## config.mk

```make
export PLATFORM = sky130hd
export DESIGN_NAME = rto_unit
export DESIGN_NICKNAME = d
export VERILOG_FILES = /design/src/rtl/rto_pkg.sv /design/src/rtl/rto_regs.sv /design/src/rtl/rto_counter.sv /design/src/rtl/rto_irq.sv /design/src/rtl/rto_unit.sv
export SDC_FILE = /design/constraint.sdc
export NUM_CORES = 1
export LEC_CHECK = 0
export CAP_MARGIN = 10
export CORE_ASPECT_RATIO = 0.75
export CORE_MARGIN = 3
export CORE_UTILIZATION = 40
export CTS_CLUSTER_DIAMETER = 100
export DETAILED_ROUTE_END_ITERATION = 8
export GPL_ROUTABILITY_DRIVEN = 0
export SYNTH_ARGS = -nofsm -noshare
export SYNTH_HDL_FRONTEND = slang
export SYNTH_SLANG_ARGS = --single-unit
```

## constraint.sdc

```tcl
create_clock -name clk -period 2.5 [get_ports clk]
set_input_delay 0.5 -clock clk [delete_from_list [all_inputs] [get_ports clk]]
set_output_delay 0.5 -clock clk [all_outputs]
set_load 0.01 [all_outputs]
```

## src/rtl/rto_pkg.sv

```systemverilog
package rto_pkg;

    localparam int BYTE_W   = 8;
    localparam int CNT_W    = 2 * BYTE_W;
    localparam int ADDR_W   = 3;
    localparam int IID_W    = 4;
    localparam int MODE_BIT = 6;

    typedef enum logic [ADDR_W-1:0] {
        RA_DATA  = 3'd0,
        RA_TLO   = 3'd1,
        RA_THI   = 3'd2,
        RA_IDENT = 3'd3,
        RA_LSTAT = 3'd4,
        RA_MSTAT = 3'd5,
        RA_XCTRL = 3'd6,
        RA_SPARE = 3'd7
    } reg_addr_e;

    typedef enum logic [IID_W-1:0] {
        IID_NONE = 4'b0001,
        IID_LINE = 4'b0110,
        IID_TMO  = 4'b1100
    } iid_e;

    typedef enum logic [2:0] {
        ACT_CLEAR,
        ACT_RELOAD,
        ACT_HOLD,
        ACT_DEC,
        ACT_EXPIRE
    } cnt_act_e;

    typedef struct packed {
        logic              rd;
        logic              wr;
        reg_addr_e         addr;
        logic [BYTE_W-1:0] data;
    } bus_req_t;

    typedef struct packed {
        logic [CNT_W-1:0] limit;
        logic             periodic;
    } cfg_t;

    function automatic logic is_passive_rd(reg_addr_e a);
        return (a == RA_DATA) || (a == RA_LSTAT) || (a == RA_MSTAT);
    endfunction

    function automatic logic [BYTE_W-1:0] iid_to_byte(iid_e c);
        return {{(BYTE_W-IID_W){1'b0}}, c};
    endfunction

endpackage

```

## src/rtl/rto_regs.sv

```systemverilog
module rto_regs
    import rto_pkg::*;
(
    input  logic              clk,
    input  logic              rst,
    input  bus_req_t          req_i,
    input  iid_e              iid_i,
    input  logic              line_err_i,
    output cfg_t              cfg_o,
    output logic              ident_rd_o,
    output logic              status_rd_o,
    output logic [BYTE_W-1:0] rdata_o
);

    logic [BYTE_W-1:0] lo_q, hi_q, xctrl_q;

    always_ff @(posedge clk) begin
        if (rst) begin
            lo_q    <= '0;
            hi_q    <= '0;
            xctrl_q <= '0;
        end else if (req_i.wr) begin
            case (req_i.addr)
                RA_TLO:   lo_q    <= req_i.data;
                RA_THI:   hi_q    <= req_i.data;
                RA_XCTRL: xctrl_q <= req_i.data;
                default:  ;
            endcase
        end
    end

    always_comb begin
        cfg_o.limit    = {hi_q, lo_q};
        cfg_o.periodic = xctrl_q[MODE_BIT];
    end

    always_comb begin
        rdata_o = '0;
        if (req_i.rd) begin
            case (req_i.addr)
                RA_TLO:   rdata_o = lo_q;
                RA_THI:   rdata_o = hi_q;
                RA_IDENT: rdata_o = iid_to_byte(iid_i);
                RA_LSTAT: rdata_o = {{(BYTE_W-1){1'b0}}, line_err_i};
                RA_XCTRL: rdata_o = xctrl_q;
                default:  rdata_o = '0;
            endcase
        end
    end

    assign ident_rd_o  = req_i.rd && (req_i.addr == RA_IDENT);
    assign status_rd_o = req_i.rd && is_passive_rd(req_i.addr);

    AST_LO_BYTE_WRITE: assert property (@(posedge clk) disable iff (rst)
        (req_i.wr && req_i.addr == RA_TLO) |=> cfg_o.limit[BYTE_W-1:0] == $past(req_i.data));

    AST_HI_BYTE_WRITE: assert property (@(posedge clk) disable iff (rst)
        (req_i.wr && req_i.addr == RA_THI) |=> cfg_o.limit[CNT_W-1:BYTE_W] == $past(req_i.data));

endmodule

```

## src/rtl/rto_counter.sv

```systemverilog
module rto_counter
    import rto_pkg::*;
(
    input  logic clk,
    input  logic rst,
    input  cfg_t cfg_i,
    input  logic tick_i,
    input  logic rx_push_i,
    input  logic rx_pop_i,
    input  logic fifo_empty_i,
    output logic expire_o
);

    localparam logic [CNT_W-1:0] CNT_ONE = CNT_W'(1);

    logic [CNT_W-1:0] cnt_q;
    cnt_act_e         act;
    logic             fifo_restart;

    assign fifo_restart = !cfg_i.periodic && (rx_push_i || rx_pop_i || fifo_empty_i);

    always_comb begin
        if (cfg_i.limit == '0)          act = ACT_CLEAR;
        else if (fifo_restart)          act = ACT_RELOAD;
        else if (cnt_q == '0)           act = ACT_RELOAD;
        else if (!tick_i)               act = ACT_HOLD;
        else if (cnt_q == CNT_ONE)      act = ACT_EXPIRE;
        else                            act = ACT_DEC;
    end

    always_ff @(posedge clk) begin
        if (rst) begin
            cnt_q <= '0;
        end else begin
            case (act)
                ACT_CLEAR:  cnt_q <= '0;
                ACT_RELOAD: cnt_q <= cfg_i.limit;
                ACT_EXPIRE: cnt_q <= cfg_i.limit;
                ACT_DEC:    cnt_q <= cnt_q - CNT_ONE;
                default:    cnt_q <= cnt_q;
            endcase
        end
    end

    assign expire_o = (act == ACT_EXPIRE);

    AST_EMPTY_RELOAD: assert property (@(posedge clk) disable iff (rst)
        (!cfg_i.periodic && fifo_empty_i && cfg_i.limit != '0) |=> cnt_q == $past(cfg_i.limit));

    AST_PERIODIC_COUNTS: assert property (@(posedge clk) disable iff (rst)
        (cfg_i.periodic && tick_i && cnt_q > CNT_ONE && cfg_i.limit != '0)
        |=> cnt_q == $past(cnt_q) - CNT_ONE);

    AST_ZERO_LIMIT_HOLDS: assert property (@(posedge clk) disable iff (rst)
        (cfg_i.limit == '0) |=> cnt_q == '0);

endmodule

```

## src/rtl/rto_irq.sv

```systemverilog
module rto_irq
    import rto_pkg::*;
(
    input  logic clk,
    input  logic rst,
    input  logic expire_i,
    input  logic ident_rd_i,
    input  logic status_rd_i,
    input  logic line_err_i,
    output iid_e iid_o,
    output logic irq_o
);

    logic pend_q;

    always_ff @(posedge clk) begin
        if (rst) begin
            pend_q <= 1'b0;
        end else if (expire_i) begin
            pend_q <= 1'b1;
        end else if (ident_rd_i && !line_err_i) begin
            pend_q <= 1'b0;
        end
    end

    always_comb begin
        if (line_err_i)  iid_o = IID_LINE;
        else if (pend_q) iid_o = IID_TMO;
        else             iid_o = IID_NONE;
    end

    assign irq_o = (iid_o != IID_NONE);

    AST_ID_READ_CLEARS: assert property (@(posedge clk) disable iff (rst)
        (ident_rd_i && !line_err_i && !expire_i) |=> !pend_q);

    AST_PASSIVE_READ_KEEPS: assert property (@(posedge clk) disable iff (rst)
        (status_rd_i && !expire_i) |=> $stable(pend_q));

    AST_SET_NEEDS_EXPIRY: assert property (@(posedge clk) disable iff (rst)
        $rose(pend_q) |-> $past(expire_i));

    AST_LINE_READ_KEEPS: assert property (@(posedge clk) disable iff (rst)
        (ident_rd_i && line_err_i && pend_q) |=> pend_q);

endmodule

```

## src/rtl/rto_unit.sv

```systemverilog
module rto_unit
    import rto_pkg::*;
(
    input  logic              clk,
    input  logic              rst,
    input  logic              tick_i,
    input  logic              rx_push_i,
    input  logic              rx_pop_i,
    input  logic              fifo_empty_i,
    input  logic              line_err_i,
    input  logic              bus_sel_i,
    input  logic              bus_wr_i,
    input  logic [ADDR_W-1:0] bus_addr_i,
    input  logic [BYTE_W-1:0] bus_wdata_i,
    output logic [BYTE_W-1:0] bus_rdata_o,
    output logic              irq_o,
    output logic [IID_W-1:0]  iid_o
);

    bus_req_t req;
    cfg_t     cfg;
    iid_e     iid_w;
    logic     ident_rd, status_rd, expire;

    always_comb begin
        req.rd   = bus_sel_i && !bus_wr_i;
        req.wr   = bus_sel_i && bus_wr_i;
        req.addr = reg_addr_e'(bus_addr_i);
        req.data = bus_wdata_i;
    end

    rto_regs u_regs (
        .clk         (clk),
        .rst         (rst),
        .req_i       (req),
        .iid_i       (iid_w),
        .line_err_i  (line_err_i),
        .cfg_o       (cfg),
        .ident_rd_o  (ident_rd),
        .status_rd_o (status_rd),
        .rdata_o     (bus_rdata_o)
    );

    rto_counter u_cnt (
        .clk          (clk),
        .rst          (rst),
        .cfg_i        (cfg),
        .tick_i       (tick_i),
        .rx_push_i    (rx_push_i),
        .rx_pop_i     (rx_pop_i),
        .fifo_empty_i (fifo_empty_i),
        .expire_o     (expire)
    );

    rto_irq u_irq (
        .clk         (clk),
        .rst         (rst),
        .expire_i    (expire),
        .ident_rd_i  (ident_rd),
        .status_rd_i (status_rd),
        .line_err_i  (line_err_i),
        .iid_o       (iid_w),
        .irq_o       (irq_o)
    );

    assign iid_o = iid_w;

    AST_ZERO_LIMIT_QUIET: assert property (@(posedge clk) disable iff (rst)
        (cfg.limit == '0 && $past(cfg.limit == '0)) |-> !$rose(iid_o == IID_TMO && !line_err_i));

    AST_IRQ_FOLLOWS_IID: assert property (@(posedge clk) disable iff (rst)
        (line_err_i || $past(expire)) |-> irq_o);

endmodule

```

==> impl_metrics.ini <==
[floorplan]
rows = 23
initial_core_util_pct = 42.2
io_pins = 33
dieWidth_um = 93.7
die_y_um = 71.7
core_um2 = 5470
die_area_um2 = 6720

[layout]
nNetsFinal = 346
final_util_pct = 54.1
area_growth_pct = 28.3
multi_input_area_um2 = 1430
fill_cells = 538
diodes = 0
seqCellArea_um2 = 821
final_area_um2 = 2960
drive_gt1_share_pct = 17.6

[global_route]
grt_pass1_wl_mm = 10.8
first_global_vias = 2109
grt_max_degree = 26
grt.met1_usage_pct = 31.1
globalRouteTotalUtil_pct = 20.7
top_usage_layer = met1
grt-ovfl-total = 0
grt_use_met3_pct = 4.83
antenna_found_initial = 0
met2_usage_pct = 29.3

[synth]
synth_seq_cells = 41
syn_area_um2 = 2300
synth.avg_cell_area_um2 = 8.41
synthDistinctLibCells = 53
synthTopCellsByArea = dfxtp_1 36%, mux2i_1 11%, nor2_1 8.6%
ys_seq_area_share_pct = 35.6
syn_inst = 274
yosysTopAreaCell = dfxtp_1
synth.top_cell.area_share_pct = 35.6
synth_fp_nets = 297
ys_warn_count = 0

[detailed_routing]
drt_iter0_markers = 143
wirelength_mm = 6.62
via_count = 2202
post-route-drc-count = 0
postRouteAntennaNets = 0
vias_per_cell = 5.52
wire_per_inst_um = 16.6
drt_first_pass_iters = 4

[timing]
tightestPinTransition_ns = 0.630
fin_worst_skew_ns = 0.0125
finalSetupViolations = 0
holdWs_ns = 0.503
slew_viol_final = 0
max_slew_margin_pct = 57.7
hold_viol = 0
fin_crit_ns = 2.46
rsz0062_at_grt = yes
fmax_mhz = 407
fin_crit_sh_pct = 98.3

[power]
ir_drop_mv = 0.244
p_per_area_nw_per_um2 = 442
leakagePower_nw = 1.09

[worst_setup_path]
path_cells = clkdlybuf4s15_2 > inv_1 > buf_4 > and3_1 > a221oi_1 > nor2_1 > dlygate4sd2_1
path_max_fanout = 7
rrSetupSlack_ns = 0.16
critPathBufInv = 4
cp_slowest_cell = a221oi_1
path_class = input port to output pin
path_delay_family = buffers and inverters
crit_required_ns = 2.00
cp.arrival_ns = 1.96
start_kind = input port
critPathCaptureType = output pin
critPathMaxStageDelay_ns = 0.33

[clock_tree]
root_buffer = clkbuf_8
cts.sinks = 41
cts.path.max_buffers = 2
cts-htree-levels = 2
cts_tree = built
path_clk_slew_ns = 0.09
numCtsBuffers = 5
insertion_delay_ns = 0.31

[job]
maxCapViolCount = 0

[outcome]
status = finished clean

[placement]
io_buffers = 32
place_area_um2 = 2830
dp_hpwl_mm = 4.91

[min_path]
hold_class = flip-flop to flip-flop
-- state kept, by name (all words and copies together) (netlist names) --
name	count
u_regs.lo_q	8
u_cnt.cnt_q	16
u_regs.hi_q	8
u_irq.pend_q	1
u_regs.xctrl_q	8
-- placed cells by master, fill, tap and decap left out, types with 2 or more instances in the layout --
cell type / n
nor3_1: 9
o22ai_1: 6
nor2b_1: 3
or3_1: 3
clkdlybuf4s50_1: 20
nor2b_2: 2
nand4_1: 2
clkbuf_8: 5
a21oi_1: 11
inv_1: 7
or4_4: 2
o21ai_0: 13
buf_4: 21
nand2_1: 10
a31oi_1: 3
or2_2: 2
ha_1: 3
nor2_1: 52
a31oi_2: 2
o21ai_1: 2
nand3_1: 4
a211oi_1: 6
mux2i_1: 25
a21o_1: 2
nor4_1: 6
dfxtp_1: 41
and3_1: 3
xor2_1: 5
a22oi_1: 4
a221oi_1: 3
nand2b_1: 3
mux2_2: 2
dlygate4sd2_1: 10
-- path summary, 6_finish.rpt --
path                     start           endpoint  depth (start not counted)
min          u_regs.xctrl_q[0]  u_regs.xctrl_q[0]                          2
max              bus_addr_i[0]     bus_rdata_o[0]                          7
max reg2reg     u_cnt.cnt_q[9]    u_cnt.cnt_q[15]                          7
min reg2reg  u_regs.xctrl_q[0]  u_regs.xctrl_q[0]                          2
-- tightest hold or removal path, stage by stage, from the launching register on --
cell and delay (ns):
dfxtp_1 0.33, mux2i_1 0.06, nor2_1 0.07
-- routing by layer --
layer	vias up	routed length [um]
li1	1103	-
met1	1028	3280
met2	67	2800
met3	4	501
met4	0	42
met5	-	0
-- repair_timing --
| item | CTS | global route |
|---|---|---|
| buffers inserted | 0 | 0 |
| setup endpoints to repair | 8 | 4 |
| hold buffers | 0 | 0 |
| pin swaps | 1 | 1 |
| gates resized for setup | 27 | 2 |
| gates cloned | 0 | 0 |
-- layout make-up --
cell class,instances,share of cell area [%]
Clock buffer,5,2.33
Clock inverter,3,0.846
Tap cell,75,3.17
Sequential cell,41,27.8
Multi-Input combinational cell,213,48.3
Timing Repair Buffer,55,16.7
Inverter,7,0.889
-- cells in the mapped netlist, drive strengths merged --
cell type / number
nor2: 53
dfxtp: 41
mux2i: 25
o21ai: 15
a21oi: 12
nor3: 11
nand2: 10
buf: 8
nor4: 8
inv: 7
a211oi: 6
o22ai: 6
a22oi: 5
a31oi: 5
clkbuf: 5
nor2b: 5
xor2: 5
and3: 4
nand3: 4
a221oi: 3
ha: 3
nand2b: 3
or3: 3
or4: 3
a21o: 2
and2: 2
mux2: 2
nand3b: 2
nand4: 2
o31ai: 2
or2: 2
a21boi: 1
a222oi: 1
a31o: 1
a41oi: 1
o2111a: 1
o211ai: 1
o32a: 1
o41ai: 1
or3b: 1
xnor2: 1
-- kinds of logic after synthesis --
group                      after synthesis  share of synthesized area, %
xor gates and xnor gates                 6                          2.28
AOI/OAI and AO/OA                       64                          19.3
DFF                                     41                          35.6
buffers and inverters                   20                          4.45
adders and majority gates                3                          1.63
and+or+nand+nor                        113                          24.9
muxes                                   27                          11.8
-- metrics by stage --
stage | std cells | setup WS, ns | setup TNS, ns | power [mW]
after floorplan | 274 | 0.324 | 0 | 0.761
after global placement | 391 | -0.427 | -3.27 | 0.843
after detailed placement | 391 | -0.490 | -3.82 | 0.844
after CTS | 399 | 0.0727 | 0 | 1.31
after global routing | 399 | -0.00791 | -0.00791 | 1.36
final | 399 | 0.0433 | 0 | 1.31
-- power breakdown --
| group | internal [mW] | switching [mW] | total [mW] |
|---|---|---|---|
| logic | 0.0821 | 0.0890 | 0.171 |
| registers | 0.658 | 0.00716 | 0.666 |
| clock network | 0.202 | 0.269 | 0.470 |
(Power assumes the default switching activity.)
